**config.mk**
```make
export PLATFORM = sky130hd
export DESIGN_NAME = early_gt_cmp
export DESIGN_NICKNAME = d
export VERILOG_FILES = /design/src/rtl/early_gt_pkg.sv /design/src/rtl/early_gt_predict.sv /design/src/rtl/early_gt_low.sv /design/src/rtl/early_gt_cmp.sv
export SDC_FILE = /design/constraint.sdc
export NUM_CORES = 1
export LEC_CHECK = 0
export BUFFER_PORTS_ARGS = -buffer_cell sky130_fd_sc_hd__buf_2
export CAP_MARGIN = 20
export CORE_MARGIN = 2
export CORE_UTILIZATION = 40
export CTS_CLUSTER_DIAMETER = 40
export DETAILED_ROUTE_END_ITERATION = 6
export SETUP_SLACK_MARGIN = 0.5
export SYNTH_ARGS = -nofsm -noshare
export SYNTH_HDL_FRONTEND = slang
export SYNTH_SLANG_ARGS = --single-unit
export TNS_END_PERCENT = 10
```
**constraint.sdc**
```tcl
create_clock -name clk -period 6 [get_ports clk]
set_input_delay 1.8 -clock clk [delete_from_list [all_inputs] [get_ports clk]]
set_output_delay 1.8 -clock clk [all_outputs]
set_load 0.1 [all_outputs]
```
**src/rtl/early_gt_pkg.sv**
```systemverilog
// Package: shared types for the early-decision comparator.
// Assumes nothing beyond IEEE 1800-2017 packed structs.
package early_gt_pkg;

    // Early-decision record: whether the top bits settled it, and the answer.
    typedef struct packed {
        logic decided;
        logic value;
    } pred_t;

endpackage

```
**src/rtl/early_gt_predict.sv**
```systemverilog
// Module: early_gt_predict
// Examines the top PRE_BITS bits of both operands and decides whether they
// settle A > B on their own.
// Assumes PRE_BITS >= 1 and that it is smaller than the operand width.
module early_gt_predict
    import early_gt_pkg::*;
#(
    parameter int PRE_BITS = 1
) (
    input  logic [PRE_BITS-1:0] a_top_i,
    input  logic [PRE_BITS-1:0] b_top_i,
    output pred_t               pred_o
);

    generate
        if (PRE_BITS == 1) begin : g_one
            // One bit: decided when the bits differ, and true when A has the 1.
            always_comb begin
                pred_o.decided = a_top_i[0] ^ b_top_i[0];
                pred_o.value   = a_top_i[0] & ~b_top_i[0];
            end
        end else begin : g_multi
            // Several bits: decided when the fields differ; the first differing bit gives the answer.
            always_comb begin
                pred_o.decided = (a_top_i != b_top_i);
                pred_o.value   = (a_top_i > b_top_i);
            end
        end
    endgenerate

endmodule

```
**src/rtl/early_gt_low.sv**
```systemverilog
// Module: early_gt_low
// Holds the lower operand bits in load-gated registers and compares them.
// Assumes the caller only lowers load_i when the lower result is not needed.
module early_gt_low #(
    parameter int LOW_W = 15
) (
    input  logic             clk,
    input  logic             rst_n,
    input  logic             load_i,
    input  logic [LOW_W-1:0] a_lo_i,
    input  logic [LOW_W-1:0] b_lo_i,
    output logic             gt_lo_o
);

    logic [LOW_W-1:0] a_lo_q;
    logic [LOW_W-1:0] b_lo_q;

    // Lower operand registers, loaded only when enabled.
    always_ff @(posedge clk) begin
        if (!rst_n) begin
            a_lo_q <= '0;
            b_lo_q <= '0;
        end else if (load_i) begin
            a_lo_q <= a_lo_i;
            b_lo_q <= b_lo_i;
        end
    end

    // Wide comparator on the registered lower bits.
    always_comb gt_lo_o = (a_lo_q > b_lo_q);

    // a gated cycle leaves the lower registers untouched.
    p_low_hold_r4: assert property (@(posedge clk) disable iff (!rst_n)
        !load_i |=> ($stable(a_lo_q) && $stable(b_lo_q)));

endmodule

```
**src/rtl/early_gt_cmp.sv**
```systemverilog
// Module: early_gt_cmp (top)
// Registered unsigned A > B. The predictor on the top PRE_BITS bits decides
// early when it can, and the lower registers are then not loaded.
// Assumes 1 <= PRE_BITS <= 2 and PRE_BITS < WIDTH.
module early_gt_cmp
    import early_gt_pkg::*;
#(
    parameter int WIDTH    = 16,
    parameter int PRE_BITS = 1
) (
    input  logic             clk,
    input  logic             rst_n,
    input  logic             in_valid_i,
    input  logic [WIDTH-1:0] a_i,
    input  logic [WIDTH-1:0] b_i,
    output logic             gt_o,
    output logic             lo_load_o
);

    localparam int LOW_W = WIDTH - PRE_BITS;

    pred_t pred_d;
    pred_t pred_q;
    logic  gt_lo;

    early_gt_predict #(.PRE_BITS(PRE_BITS)) u_predict (
        .a_top_i (a_i[WIDTH-1 -: PRE_BITS]),
        .b_top_i (b_i[WIDTH-1 -: PRE_BITS]),
        .pred_o  (pred_d)
    );

    // Lower-register enable: load only for valid transfers that were not decided early.
    always_comb lo_load_o = in_valid_i & ~pred_d.decided;

    // Prediction register: loads on every valid transfer.
    always_ff @(posedge clk) begin
        if (!rst_n) pred_q <= '0;
        else if (in_valid_i) pred_q <= pred_d;
    end

    early_gt_low #(.LOW_W(LOW_W)) u_low (
        .clk     (clk),
        .rst_n   (rst_n),
        .load_i  (lo_load_o),
        .a_lo_i  (a_i[LOW_W-1:0]),
        .b_lo_i  (b_i[LOW_W-1:0]),
        .gt_lo_o (gt_lo)
    );

    // Result selection: the early answer if decided, otherwise the wide comparator.
    always_comb gt_o = pred_q.decided ? pred_q.value : gt_lo;

    // the result one edge after acceptance matches the unsigned comparison.
    p_result_r2: assert property (@(posedge clk) disable iff (!rst_n)
        in_valid_i |=> (gt_o == ($past(a_i) > $past(b_i))));

    // an idle cycle keeps the result.
    p_idle_hold_r3: assert property (@(posedge clk) disable iff (!rst_n)
        !in_valid_i |=> $stable(gt_o));

    // differing top bits gate the lower registers.
    p_gate_r4: assert property (@(posedge clk) disable iff (!rst_n)
        (in_valid_i && (a_i[WIDTH-1 -: PRE_BITS] != b_i[WIDTH-1 -: PRE_BITS])) |-> !lo_load_o);

    // equal operands always load and give 0.
    p_equal_r7: assert property (@(posedge clk) disable iff (!rst_n)
        (in_valid_i && (a_i == b_i)) |-> (lo_load_o ##1 !gt_o));

endmodule

```
==> results of run 1 <==
-- layer usage --
metal  vias to the layer above  GRT usage  share of wire
li1                        699          -              -
met1                       570      0.190           0.51
met2                        24      0.249           0.42
met3                         7     0.0664          0.052
met4                         0     0.0689          0.019
met5                         -          0              0
-- state kept, by name, indices dropped and copies added (netlist names) --
register	count
pred_q	2
u_low.a_lo_q	15
u_low.b_lo_q	15
-- through the flow --
step | total power [mW] | utilization | setup slack [ns] | instances
floorplan | 0.310 | - | 0.932 | 191
global placement | 0.337 | 0.479 | 1.26 | 268
detailed placement | 0.338 | 0.479 | 1.24 | 268
CTS | 0.509 | 0.504 | 1.24 | 276
global route | 0.533 | 0.504 | 1.18 | 276
finish | 0.501 | 0.504 | 1.25 | 276
-- cell type report --
cell class	count	area (sq um)	share of cell area
tap	48	60.1	0.0321
inverter	17	63.8	0.0341
clock buffer	6	82.6	0.0441
timing repair buffer	38	195	0.104
multi-input combinational	133	821	0.438
clock inverter	2	10.0	0.00534
sequential	32	641	0.342
-- worst paths after layout --
path         slack, ns  cells past startpoint                      endpoint                    startpoint
min               0.45                      2  u_low.b_lo_q[6]$_SDFFE_PN0P_  u_low.b_lo_q[6]$_SDFFE_PN0P_
max               1.25                      7                     lo_load_o                       b_i[15]
max reg2reg       5.36                      2        pred_q[1]$_SDFFE_PN0P_        pred_q[1]$_SDFFE_PN0P_
min reg2reg       0.45                      2  u_low.b_lo_q[6]$_SDFFE_PN0P_  u_low.b_lo_q[6]$_SDFFE_PN0P_
-- report_power, final --
group          leakage (nW)  switching [mW]  internal, mW
Combinational         0.515          0.0614        0.0389
Sequential            0.262         0.00656         0.225
Clock                0.0510          0.0781        0.0914
-- tightest hold or removal path: cells and delay by family, from the launching register on --
family / cells / cell delay [ns]
DFF: 1 / 0.31
and+or+nand+nor: 1 / 0.05
AOI/OAI and AO/OA: 1 / 0.05
-- logic make-up after synthesis --
| family | share of synthesized area |
|---|---|
| compound gates | 0.197 |
| fa+ha+maj | 0.128 |
| buf+inv | 0.0626 |
| flops | 0.411 |
| mux | 0.0136 |
| simple gates | 0.187 |
-- cell usage in the layout, fill, tap and decap left out, types with 2 or more instances in the layout --
cell	instances
nand2_1	62
buf_2	36
dfxtp_1	32
a21boi_1	30
inv_1	16
ha_1	16
clkbuf_8	6
a21oi_1	5
a21o_1	3
nand3_1	3
nand4_1	3
o21ai_0	2
clkinv_2	2
buf_4	2
==> impl_metrics.tcl, run 1 <==
set metrics [dict create \
    die_h_um 66.4 \
    overflow 0 \
    crit_buf_inv 5 \
    status "finished clean" \
    required_ns 4.20 \
    area_growth_pct 20.1 \
    grt_max_degree 33 \
    io_buffers 36 \
    avgSynthCellArea_sq_um 8.16 \
    first_pass_iters 4 \
    drt_wl_total_um 3010 \
    yosysUniqueCellTypes 21 \
    cts_buffers 5 \
    initial_core_util 0.420 \
    clk_path_buf_depth 2 \
    first_global_vias 1235 \
    rsz0062_at_grt "no" \
    synthCells 191 \
    final_area_sq_mm 0.00187 \
    worst_pin_slew_ns 0.491 \
    yosysMostFrequentCell "nand2_1" \
    clock_skew_ns 0 \
    setup_violations 0 \
    hold_path_class "register to register" \
    synth-edff-count 0 \
    fp.dieArea_sq_mm 0.00441 \
    fin_crit_sh 0.791 \
    cts_tree "yes" \
    via_per_inst 4.71 \
    end_kind "primary output" \
    synth_top_area_share 0.411 \
    clock_latency_ns 0.28 \
    hpwl_um 2150 \
    synth_commonest_cells "62 x nand2_1, 32 x dfxtp_1, 30 x a21boi_1" \
    crit_chain "buf_2 > inv_1 > ha_1 > nand2_1 > buf_4 > inv_2 > buf_2" \
    cts.clk_slew.worst_paths_ns 0.06 \
    post-cts-setup-buffer-count 0 \
    place_area_sq_mm 0.00178 \
    antenna_cells 0 \
    worst_path_most_repeated_cell "buf_2" \
    ctsHoldBuffers 0 \
    critical-path-max-stage-delay_ns 0.42 \
    grt_pass1_wl_um 5220 \
    fmax_mhz 211 \
    root_buffer "clkbuf_8" \
    rows 22 \
    worst_setup_path_start_kind "input port" \
    cts-resized-gates 0 \
    period_minus_slack_ns 4.75 \
    drc 0 \
    p_leak_nw 0.828 \
    antenna_found_initial 0 \
    fp.dieW_um 66.4 \
    yosysTopAreaCell "dfxtp_1" \
    cp_top_family "buffers and inverters" \
    drt_iter0_markers 41 \
    cts_num_sinks 32 \
    ys_async_sr_fraction 0 \
    ant_nets 0 \
    fill_cells 410 \
    core_area_sq_mm 0.00372 \
    slowest_stage "buf_2" \
    ys.flop_type "dfxtp_1" \
    post_drt_wl_per_cell_um 10.9 \
    gp_congestion 0.702 \
    worstPathArrival_ns 2.95 \
    num_vias 1300 \
    yosysWarningCount 0 \
    io_pins 37 \
    synthTopCellsByArea "dfxtp_1 41%, nand2_1 15%, a21boi_1 14%" \
    maxSlewViolCount 0 \
    criticalPathCategory "input port to primary output" \
    syn_nets 242 \
    setup_tns_ns 0 \
    cap_violations 0 \
    synth-seq-cells 32 \
    whs_ns 0.454 \
    ys_seq_area_frac 0.411 \
    grt.total_usage 0.159 \
    finish.net_count 278 \
    peakVddDrop_mv 0.129 \
    hold_viol_final 0 \
    drive_above_1_share 0.211 \
    syn_area_sq_mm 0.00156 \
    crit_fanout 31 \
    cts-htree-levels 2 \
    slew_headroom 0.675 \
    power_density_mw_per_mm2 268 \
]
Power figures use the tool's default switching activity.
==> run 2: changes to the inputs <==
--- a/config.mk
+++ b/config.mk
@@ -5,6 +5,7 @@
 export SDC_FILE = /design/constraint.sdc
 export NUM_CORES = 1
 export LEC_CHECK = 0
+export ABC_AREA = 1
 export BUFFER_PORTS_ARGS = -buffer_cell sky130_fd_sc_hd__buf_2
 export CAP_MARGIN = 20
 export CORE_MARGIN = 2
==> constraint.sdc (replaced) <==
create_clock -name clk -period 4.49 [get_ports clk]
set_input_delay 1.347 -clock clk [delete_from_list [all_inputs] [get_ports clk]]
set_output_delay 1.347 -clock clk [all_outputs]
set_load 0.1 [all_outputs]
==> impl_metrics.tcl, run 2 <==
set metrics [dict create \
    cts_buffers 5 \
    end_kind "primary output" \
    ys.flop_type "dfxtp_1" \
    synthCells 204 \
    met2_usage 0.220 \
    cts.clk_slew.worst_paths_ns 0.06 \
    syn_area_sq_mm 0.00155 \
    fp.dieArea_sq_mm 0.00440 \
    post_drt_wl_per_cell_um 9.69 \
    drt_wl_total_um 2800 \
    rr_worst_depth 2 \
    drive_above_1_share 0.191 \
    synthTopCellsByArea "dfxtp_1 41%, ha_1 13%, nor2_1 8.7%" \
    whs_ns 0.461 \
    ctsHoldBuffers 0 \
    num_vias 1287 \
    crit_fanout 17 \
    setup_tns_ns 0 \
    antenna_cells 0 \
    final_cell_mix "36 x nor2_1, 36 x buf_2, 32 x dfxtp_1, 28 x nand2_1" \
    maxSlewViolCount 0 \
    worst_setup_path_start_kind "input port" \
    fmax_mhz 267 \
    peakVddDrop_mv 0.210 \
    io_pins 37 \
    synth_commonest_cells "36 x nor2_1, 32 x dfxtp_1, 28 x nand2_1" \
    crit_buf_inv 4 \
    synth_fa_ha_area_frac 0.129 \
    r2r_slack_ns 3.86 \
    yosysWarningCount 0 \
    slowest_stage "buf_2" \
    hold_viol_final 0 \
    grt_util_met3 0.0579 \
    synth-seq-cells 32 \
    grt_max_degree 46 \
    io_buffers 36 \
    yosysUniqueCellTypes 16 \
    drc 0 \
    required_ns 3.14 \
    clock_skew_ns 0 \
    fin_util 0.493 \
    initial_core_util 0.421 \
    reg2reg_to "pred_q[1]$_SDFFE_PN0P_" \
    die_h_um 66.3 \
    fin_crit_sh 0.835 \
    first_pass_iters 2 \
    min_path_cells 2 \
    synth_mux_area_frac 0 \
    worst_path_most_repeated_cell "buf_2" \
    avgSynthCellArea_sq_um 7.61 \
    synth_top_area_share 0.413 \
    synth-simple-area-share 0.172 \
    first_global_vias 1133 \
    worstReg2RegStart "pred_q[1]$_SDFFE_PN0P_" \
    rows 22 \
    criticalPathCategory "input port to primary output" \
    yosysMostFrequentCell "nor2_1" \
    grt.total_usage 0.147 \
    cts_num_sinks 32 \
    met1_usage 0.175 \
    ys_async_sr_fraction 0 \
    cts_tree "yes" \
    grt_pass1_wl_um 4700 \
    synth_compound_area_frac 0.171 \
    via_per_inst 4.45 \
    post-cts-setup-buffer-count 0 \
    ys_seq_area_frac 0.413 \
    root_buffer "clkbuf_8" \
    hold_start "u_low.b_lo_q[11]$_SDFFE_PN0P_" \
    worstPathArrival_ns 2.40 \
    antenna_found_initial 0 \
    ant_nets 0 \
    overflow 0 \
    core_area_sq_mm 0.00369 \
    cts-htree-levels 2 \
    busiest_layer "met2" \
    reg.largest.list "u_low.a_lo_q (15), u_low.b_lo_q (15), pred_q (2)" \
    hold_path_end "u_low.b_lo_q[11]$_SDFFE_PN0P_" \
    power_density_mw_per_mm2 384 \
    gp_congestion 0.733 \
    hold_path_class "register to register" \
    status "finished clean" \
    slew_headroom 0.681 \
    worst_pin_slew_ns 0.482 \
    hpwl_um 1980 \
    drt_iter0_markers 31 \
    area_growth_pct 17.1 \
    cap_violations 0 \
    syn_nets 255 \
    synth-xor-area-share 0 \
    finish.net_count 291 \
    yosysTopAreaCell "dfxtp_1" \
    rsz0062_at_grt "no" \
    critical-path-max-stage-delay_ns 0.44 \
    crit_chain "buf_2 > inv_1 > ha_1 > nand2_4 > inv_6 > buf_2" \
    fp.dieW_um 66.3 \
    clock_latency_ns 0.28 \
    setup_violations 0 \
    cp_top_family "buffers and inverters" \
    p_leak_nw 0.884 \
    period_minus_slack_ns 3.75 \
    clk_path_buf_depth 2 \
    synth-edff-count 0 \
    synth_top_family_by_area "simple AND/OR/NAND/NOR gates" \
    cts-resized-gates 0 \
]
-- run 2: layer usage --
layer | share of wire | up-vias
li1 | - | 722
met3 | 0.058 | 7
met2 | 0.43 | 26
met5 | 0 | -
met1 | 0.49 | 532
met4 | 0.028 | 0
-- run 2: through the flow --
step	setup WS, ns	cells	area (sq um)	power (mW)
finish	0.742	289	1820	0.699
global route	0.686	289	1820	0.751
CTS	0.725	289	1820	0.711
detailed placement	0.725	281	1730	0.486
global placement	0.745	281	1730	0.483
floorplan	1.10	204	1550	0.452
-- run 2: cell families (layout without fill, tap and decap cells) --
logic type,Yosys count,count (layout)
flops,32,32
compound gates,53,53
simple gates,68,68
buf+inv,35,72
fa+ha+maj,16,16
-- run 2: report_power, final --
| part | internal, mW | switching [mW] | total (mW) |
|---|---|---|---|
| clock | 0.125 | 0.0967 | 0.221 |
| combinational | 0.0574 | 0.103 | 0.160 |
| sequential | 0.308 | 0.00898 | 0.317 |
| total | 0.490 | 0.208 | 0.699 |
-- run 2: worst max-delay path by stage --
stage                       start        end  slack (ns)  depth (start not counted)
after floorplan           b_i[15]  lo_load_o        1.10                          5
after global placement    a_i[15]  lo_load_o        0.74                          5
after detailed placement  b_i[15]  lo_load_o        0.72                          6
after CTS                 b_i[15]  lo_load_o        0.72                          6
after global routing      b_i[15]  lo_load_o        0.69                          6
final                     b_i[15]  lo_load_o        0.74                          6
-- run 2: tightest hold or removal path: cells and delay by family, from the launching register on --
kind / cells / cell delay, ns
flops: 1 / 0.30
compound gates: 1 / 0.06
buf+inv: 1 / 0.06
-- run 2: cell type report --
class,count,area (sq um)
inverter,27,106
multi-input combinational,137,733
fill,416,1870
tap,48,60.1
timing repair buffer,37,188
clock buffer,8,90.1
sequential,32,641
